**config.mk**
```make
export PLATFORM = sky130hd
export DESIGN_NAME = lsm_uop_seq
export DESIGN_NICKNAME = d
export VERILOG_FILES = /design/src/rtl/lsm_uop_pkg.sv /design/src/rtl/lsm_popcnt.sv /design/src/rtl/lsm_lowbit.sv /design/src/rtl/lsm_uop_seq.sv
export SDC_FILE = /design/constraint.sdc
export NUM_CORES = 1
export LEC_CHECK = 0
export ABC_AREA = 1
export BUFFER_PORTS_ARGS = -buffer_cell sky130_fd_sc_hd__buf_2
export CORE_UTILIZATION = 61
export CTS_CLUSTER_SIZE = 25
export DETAILED_ROUTE_END_ITERATION = 7
export PLACE_DENSITY = 0.94
export SLEW_MARGIN = 20
export SYNTH_ARGS = -nofsm -noshare
export SYNTH_HDL_FRONTEND = slang
export SYNTH_SLANG_ARGS = --single-unit
```
**constraint.sdc**
```tcl
create_clock -name clk -period 7 [get_ports clk]
set_input_delay 1.4 -clock clk [delete_from_list [all_inputs] [get_ports clk]]
set_output_delay 1.4 -clock clk [all_outputs]
set_load 0.05 [all_outputs]
```
**src/rtl/lsm_uop_pkg.sv**
```systemverilog
package lsm_uop_pkg;

  typedef enum logic [2:0] {
    OP_MOV   = 3'd0,
    OP_ADDI  = 3'd1,
    OP_SUBI  = 3'd2,
    OP_LD    = 3'd3,
    OP_LDRET = 3'd4,
    OP_ST    = 3'd5
  } uop_op_e;

  typedef enum logic [2:0] {
    ST_IDLE = 3'd0,
    ST_COPY = 3'd1,
    ST_WBE  = 3'd2,
    ST_XFER = 3'd3,
    ST_WBL  = 3'd4
  } seq_state_e;

endpackage

```
**src/rtl/lsm_popcnt.sv**
```systemverilog
module lsm_popcnt #(
  parameter int W  = 16,
  parameter int CW = $clog2(W + 1)
) (
  input  logic [W-1:0]  vec,
  output logic [CW-1:0] cnt
);
  always_comb begin
    cnt = '0;
    for (int i = 0; i < W; i++) begin
      cnt = cnt + CW'(vec[i]);
    end
  end
endmodule

```
**src/rtl/lsm_lowbit.sv**
```systemverilog
module lsm_lowbit #(
  parameter int W  = 16,
  parameter int IW = $clog2(W)
) (
  input  logic [W-1:0]  vec,
  output logic [IW-1:0] idx
);
  always_comb begin
    idx = '0;
    for (int i = W - 1; i >= 0; i--) begin
      if (vec[i]) idx = IW'(i);
    end
  end
endmodule

```
**src/rtl/lsm_uop_seq.sv**
```systemverilog
module lsm_uop_seq
  import lsm_uop_pkg::*;
#(
  parameter int LIST_W = 16,
  parameter int REG_W  = $clog2(LIST_W),
  parameter int OFS_W  = $clog2(LIST_W * 4 + 8)
) (
  input  logic               clk,
  input  logic               rst_n,
  input  logic               req_valid,
  output logic               req_ready,
  input  logic [REG_W-1:0]   req_base,
  input  logic [LIST_W-1:0]  req_list,
  input  logic               req_index,
  input  logic               req_up,
  input  logic               req_user,
  input  logic               req_wb,
  input  logic               req_load,
  output logic               uop_valid,
  input  logic               uop_ready,
  output logic [2:0]         uop_op,
  output logic [REG_W:0]     uop_dst,
  output logic [REG_W:0]     uop_src,
  output logic               uop_user_bank,
  output logic [OFS_W-1:0]   uop_offset,
  output logic               uop_up,
  output logic               uop_last,
  output logic               uop_dcommit
);
  localparam int CNT_W = $clog2(LIST_W + 1);
  localparam logic [REG_W:0]   TEMP_IDX = (REG_W + 1)'(LIST_W);
  localparam logic [OFS_W-1:0] STEP     = OFS_W'(4);

  seq_state_e         state_q, state_d, after;
  logic [LIST_W-1:0]  list_q, list_d, rest;
  logic [REG_W-1:0]   base_q, low_idx;
  logic [CNT_W-1:0]   cnt_q, req_cnt;
  logic [OFS_W-1:0]   ofs_q, ofs_d, start_ofs, req_span, span_q;
  logic               up_q, user_q, wb_q, ld_q, ret_q;
  logic               accept, fire, is_ret15;

  lsm_popcnt #(.W(LIST_W), .CW(CNT_W)) u_pop (.vec(req_list), .cnt(req_cnt));
  lsm_lowbit #(.W(LIST_W), .IW(REG_W)) u_low (.vec(list_q), .idx(low_idx));

  assign req_ready = (state_q == ST_IDLE);
  assign uop_valid = (state_q != ST_IDLE);
  assign accept    = req_valid & req_ready;
  assign fire      = uop_valid & uop_ready;
  assign rest      = list_q & ~(LIST_W'(1) << low_idx);
  assign req_span  = OFS_W'({req_cnt, 2'b00});
  assign span_q    = OFS_W'({cnt_q, 2'b00});

  // Addressing-mode bias of the first transfer offset
  always_comb begin
    start_ofs = req_up ? '0 : (req_span - STEP);
    if (!req_index) start_ofs = start_ofs + STEP;
  end

  // Successor of the current micro-op
  always_comb begin
    after = ST_IDLE;
    case (state_q)
      ST_COPY: begin
        if (ld_q && wb_q)  after = ST_WBE;
        else if (|list_q)  after = ST_XFER;
        else if (wb_q)     after = ST_WBL;
      end
      ST_WBE:  after = (|list_q) ? ST_XFER : ST_IDLE;
      ST_XFER: begin
        if (|rest)             after = ST_XFER;
        else if (!ld_q && wb_q) after = ST_WBL;
      end
      default: after = ST_IDLE;
    endcase
  end

  // Next-state process
  always_comb begin
    state_d = state_q;
    list_d  = list_q;
    ofs_d   = ofs_q;
    if (accept) begin
      state_d = ST_COPY;
      list_d  = req_list;
      ofs_d   = start_ofs;
    end else if (fire) begin
      state_d = after;
      if (state_q == ST_XFER) begin
        list_d = rest;
        ofs_d  = up_q ? (ofs_q + STEP) : (ofs_q - STEP);
      end
    end
  end

  // Sequence state registers
  always_ff @(posedge clk or negedge rst_n) begin
    if (!rst_n) begin
      state_q <= ST_IDLE;
      list_q  <= '0;
      ofs_q   <= '0;
    end else begin
      state_q <= state_d;
      list_q  <= list_d;
      ofs_q   <= ofs_d;
    end
  end

  // Request fields, enabled on acceptance only
  always_ff @(posedge clk or negedge rst_n) begin
    if (!rst_n) begin
      base_q <= '0;
      cnt_q  <= '0;
      up_q   <= 1'b0;
      user_q <= 1'b0;
      wb_q   <= 1'b0;
      ld_q   <= 1'b0;
      ret_q  <= 1'b0;
    end else if (accept) begin
      base_q <= req_base;
      cnt_q  <= req_cnt;
      up_q   <= req_up;
      user_q <= req_user;
      wb_q   <= req_wb;
      ld_q   <= req_load;
      ret_q  <= req_user & req_list[LIST_W-1];
    end
  end

  assign is_ret15 = ret_q && (low_idx == REG_W'(LIST_W - 1));

  // Micro-op formatting
  always_comb begin
    uop_op        = OP_MOV;
    uop_dst       = TEMP_IDX;
    uop_src       = {1'b0, base_q};
    uop_offset    = '0;
    uop_user_bank = 1'b0;
    case (state_q)
      ST_WBE, ST_WBL: begin
        uop_op     = up_q ? OP_ADDI : OP_SUBI;
        uop_dst    = {1'b0, base_q};
        uop_offset = span_q;
      end
      ST_XFER: begin
        if (ld_q) uop_op = is_ret15 ? OP_LDRET : OP_LD;
        else      uop_op = OP_ST;
        uop_dst       = {1'b0, low_idx};
        uop_src       = TEMP_IDX;
        uop_offset    = ofs_q;
        uop_user_bank = user_q & ~ret_q;
      end
      default: ;
    endcase
  end

  assign uop_up      = up_q;
  assign uop_last    = uop_valid && (after == ST_IDLE);
  assign uop_dcommit = uop_valid && (after != ST_IDLE);

endmodule

```
* Yosys cells after proc, flatten, opt, wreduce, memory -nomap -nowiden
Cells that the tools add are included. W data, S select, Z words.
Cells by class: reduce and logical (&&, ||, !) cells 16, add/sub/neg operators 19, shift operators 1, bitwise gates (word level) 7, eq/ne operators 5, muxes and demuxes 42
Operators by type and width (number):
- $add A5 B1 Y5 | 14
- $mux W4 | 16
- $mux W16 | 3
- $mux W7 | 6
- $reduce_or A16 Y1 | 2
- $mux W3 | 9
- $and A16 B16 Y16 | 1
- $not A16 Y16 | 1
- $shl A1 B4 Y16 const A | 1
- $add A7 B3 Y7 const B | 2
- $pmux W7 S2 | 1
- $sub A7 B3 Y7 const B | 2
- $pmux W5 S2 | 1
- $pmux W3 S3 | 1
- $eq A3 B2 Y1 const B | 2
- $logic_not A3 Y1 | 2
- $pmux W3 S2 | 1
- $reduce_bool A3 Y1 | 2
- $logic_and A1 B1 Y1 | 5
- $mux W5 | 1
- $and A1 B1 Y1 | 4
- $eq A4 B4 Y1 const B | 1
- $mux W2 | 2
- $reduce_bool A2 Y1 | 2
- other kinds (8) | 8
Word-level totals: input bits 29, output and inout port bits 26, bits in registers 40, word-level logic and storage cells 100

* Depth between registers and ports, before layout
word-level depth 24, mapped depth 26, gate-level depth less buffers 26

* Modules after synthesis
Synthesis repeated with hierarchy kept, for this count alone.
Second synthesis, totals: cell total of the unflattened synthesis 444, area, all modules 3139.3 um2
By module, submodules not included:
- lsm_uop_seq | area each 2512.4 um2, cells each 346, sequential area each 950.9 um2, instances 1
- lsm_popcnt | area each 414.1 um2, cells each 52, sequential area each 0.0 um2, instances 1
- lsm_lowbit | area each 212.7 um2, cells each 46, sequential area each 0.0 um2, instances 1

* Least setup slack after synthesis
No wires, ideal clock.
path kind input-to-reg, start in req_list[0], end reg ofs_q[6], slack 1266 ps, stages on the path 15, data required time 6880 ps, data arrival time 5614 ps, path buffers 0, setup time 120 ps, path through ha_1 inv_1 fa_1 fa_1 fa_1 fa_1 fa_1 fa_1 ha_1 nor4_1 nand4_1 xor2_1 nor2_1 o22ai_1 inv_1
Between the ends: word-level cells in the longest chain between the ends 20
Ends and longest elaborated chain:
- from (decl) | line lsm_uop_seq.sv:13 | input logic [LIST_W-1:0] req_list,
- $add A1 B1 Y2 (*) | line lsm_popcnt.sv:11 | cnt = cnt + CW'(vec[i]);
- $add A5 B1 Y5 (*) (14 in series) | line lsm_popcnt.sv:11
- $sub A7 B3 Y7 (*) | line lsm_uop_seq.sv:55 | start_ofs = req_up ? '0 : (req_span - STEP);
- $mux W7 (*) | line lsm_uop_seq.sv:55
- $add A7 B3 Y7 | line lsm_uop_seq.sv:56 | if (!req_index) start_ofs = start_ofs + STEP;
- $mux W7 (*) | line lsm_uop_seq.sv:56
- $mux W7 (*) | line lsm_uop_seq.sv:82 | if (accept) begin
- to (signal assigned) | line lsm_uop_seq.sv:104 | ofs_q <= ofs_d;
- to (decl) | line lsm_uop_seq.sv:38 | logic [OFS_W-1:0] ofs_q, ofs_d, start_ofs, req_span, span_q;
Every way passes the cells marked *; elsewhere a longest branch is shown, timed or not. A chain may end at the register's enable or synchronous reset.

* Final worst setup path
Ends and elaborated chain as after synthesis.

==> impl_metrics.json <==
{
  "status": "complete, no violations",
  "timing.final.crit_share": 0.8349,
  "post_cts_buffers": 0,
  "fill_cells": 351,
  "cts-htree-levels": 2,
  "hp-class": "flop to flop",
  "core_area_sq_um": 4504,
  "grt.total_usage": 0.3163,
  "gr-total-overflow": 0,
  "end_kind": "flop",
  "antenna_found_initial": 0,
  "crit_path_max_fanout": 4,
  "num_vias": 2940,
  "hold_viol": 0,
  "synth-edff-count": 0,
  "path_class": "primary input to flop",
  "ys_ff_latch": 38,
  "firstDrtPassIters": 5,
  "synth.cell_area_sq_um": 2964,
  "fp.dieH_um": 71.71,
  "yosysTopAreaCellShare": 0.3208,
  "drv_cap": 0,
  "grt_pass1_vias": 2767,
  "io_pins": 55,
  "fin_setup_tns_ns": 0,
  "io_buffers": 52,
  "rsz0062_at_grt": "false",
  "maxSlewHeadroom": 0.4289,
  "min_from": "cnt_q[0]",
  "finalWirelength_um": 7698,
  "synthArstFlopShare": 1.000,
  "cp-startpoint": "req_list[0]",
  "synthTopCellsByArea": "dfrtp_1, nand2_1, inv_1, fa_1, o21ai_0",
  "grt_max_degree": 39,
  "nets": 498,
  "ctsResizeCount": 0,
  "skew_ns": 0.004277,
  "clk_pin_slew_ns": 0.08,
  "synthDistinctLibCells": 40,
  "cts_hold_buffers": 0,
  "slew_violations": 0,
  "yosysTopAreaCell": "dfrtp_1",
  "multi_input_area_sq_um": 1652,
  "numCtsBuffers": 5,
  "first_iter_violations": 317,
  "drive_above_1_share": 0.2044,
  "regArea_sq_um": 950.9,
  "cp_data_required_time_ns": 7.19,
  "finalSetupViolCount": 0,
  "final_cell_mix": "nand2_1, inv_1, buf_2",
  "clk-insertion-delay-late_ns": 0.30,
  "dp.cells": 494,
  "tightestPinTransition_ns": 0.8566,
  "clockRootBuffer": "clkbuf_8",
  "hpwl_um": 5792,
  "worstReg2RegStart": "state_q[2]",
  "clock_path_buffers": 2,
  "synth-main-ff-cell": "dfrtp_1",
  "start_util": 0.6581,
  "cts_tree": "done",
  "avgSynthCellArea_sq_um": 7.429,
  "ys_seq_area_frac": 0.3208,
  "fin_cells": 502,
  "syn_to_final_growth_pct": 12.62,
  "postRouteAntennaNets": 0,
  "rows": 24,
  "die_width_um": 71.71,
  "grt_pass1_wl_um": 12580,
  "via_per_inst": 5.857,
  "die_area_sq_um": 5142,
  "clock.fmax_ghz": 0.1711,
  "gp_congestion": 0.9736,
  "syn_inst": 399,
  "antenna_cells": 0,
  "yosys_warnings": 0,
  "cts_sinks": 38,
  "start_kind": "primary input",
  "worst_ep_arrival_time_ns": 6.03,
  "routedWlPerCell_um": 15.33,
  "final_common_cell": "nand2_1",
  "final.min_clock_period_ns": 5.844,
  "route.detailed.drc": 0
}
cell families (layout without fill, tap and decap cells):
logic type,Yosys count,in the layout,share of synthesized area
fa+ha+maj,20,20,0.1123
buf+inv,94,144,0.1233
other cells,1,2,0.001265
simple gates,162,162,0.2550
compound gates,79,79,0.1726
flops,38,38,0.3208
xor+xnor,5,5,0.01477
cell usage after synthesis (all sizes together) (2+ instances only):
cell type,instances
nand2,94
inv,79
o21ai,39
dfrtp,38
nor2,30
o221ai,15
nand3,14
nand4,13
fa,11
ha,9
a21oi,8
clkbuf,7
o22ai,7
nor3,5
buf,4
clkinv,4
xor2,4
a31oi,3
nor4,3
a22o,2
or2,2
metal layers:
layer / track usage / part of all wire / up-vias
met3: 0.07876 / 0.098 / 24
met2: 0.5052 / 0.46 / 169
met4: 0.1024 / 0.024 / 0
met5: 0 / 0 / -
met1: 0.4250 / 0.41 / 1350
li1: - / - / 1397
state kept, by name (all words and copies together), names as in the netlist, 3 cells and up:
name	flops
state_q	3
cnt_q	5
list_q	16
base_q	4
ofs_q	5
metrics by stage:
step | worst slack (ns) | hold WS, ns | utilization | instance area (sq um)
4_1_cts | 1.194 | 0.4926 | 0.7411 | 3338
6_report | 1.156 | 0.4896 | 0.7411 | 3338
2_1_floorplan | 1.266 | 0.4534 | - | 2968
3_5_place_dp | 0.8817 | 0.4739 | 0.7208 | 3247
5_1_grt | 0.8599 | 0.5366 | 0.7411 | 3338
3_3_place_gp | 1.037 | 0.4688 | 0.7208 | 3247
final timing paths:
| path | end | slack, ns | cells past startpoint |
|---|---|---|---|
| max | ofs_q[6] | 1.16 | 17 |
| min | cnt_q[0] | 0.49 | 2 |
| max reg2reg | list_q[13] | 3.99 | 10 |
| min reg2reg | cnt_q[0] | 0.49 | 2 |
| max in group asynchronous | list_q[5] | 5.26 | 1 |
| min in group asynchronous | list_q[13] | 1.20 | 1 |
critical path: stages:
cell and delay [ns]:
buf_2 0.11, ha_1 0.28, inv_1 0.07, fa_1 0.43, fa_1 0.49, fa_1 0.53
fa_1 0.43, fa_1 0.41, fa_1 0.51, ha_1 0.26, xor2_1 0.18, nor4_1 0.33
nand4_1 0.19, xor2_1 0.16, nor2_1 0.06, o22ai_1 0.13, inv_1 0.07
layout make-up:
type / instances / share of cell area
flip-flops and latches: 38 / 0.2849
clock buffers: 7 / 0.02586
clock inverters: 1 / 0.001499
well taps: 52 / 0.01949
multi-input cells: 268 / 0.4948
inverters: 83 / 0.09333
repair buffers: 53 / 0.08021
Power is not shown: default switching activity piles up to over one toggle a cycle in this logic, so the estimate is an artifact.
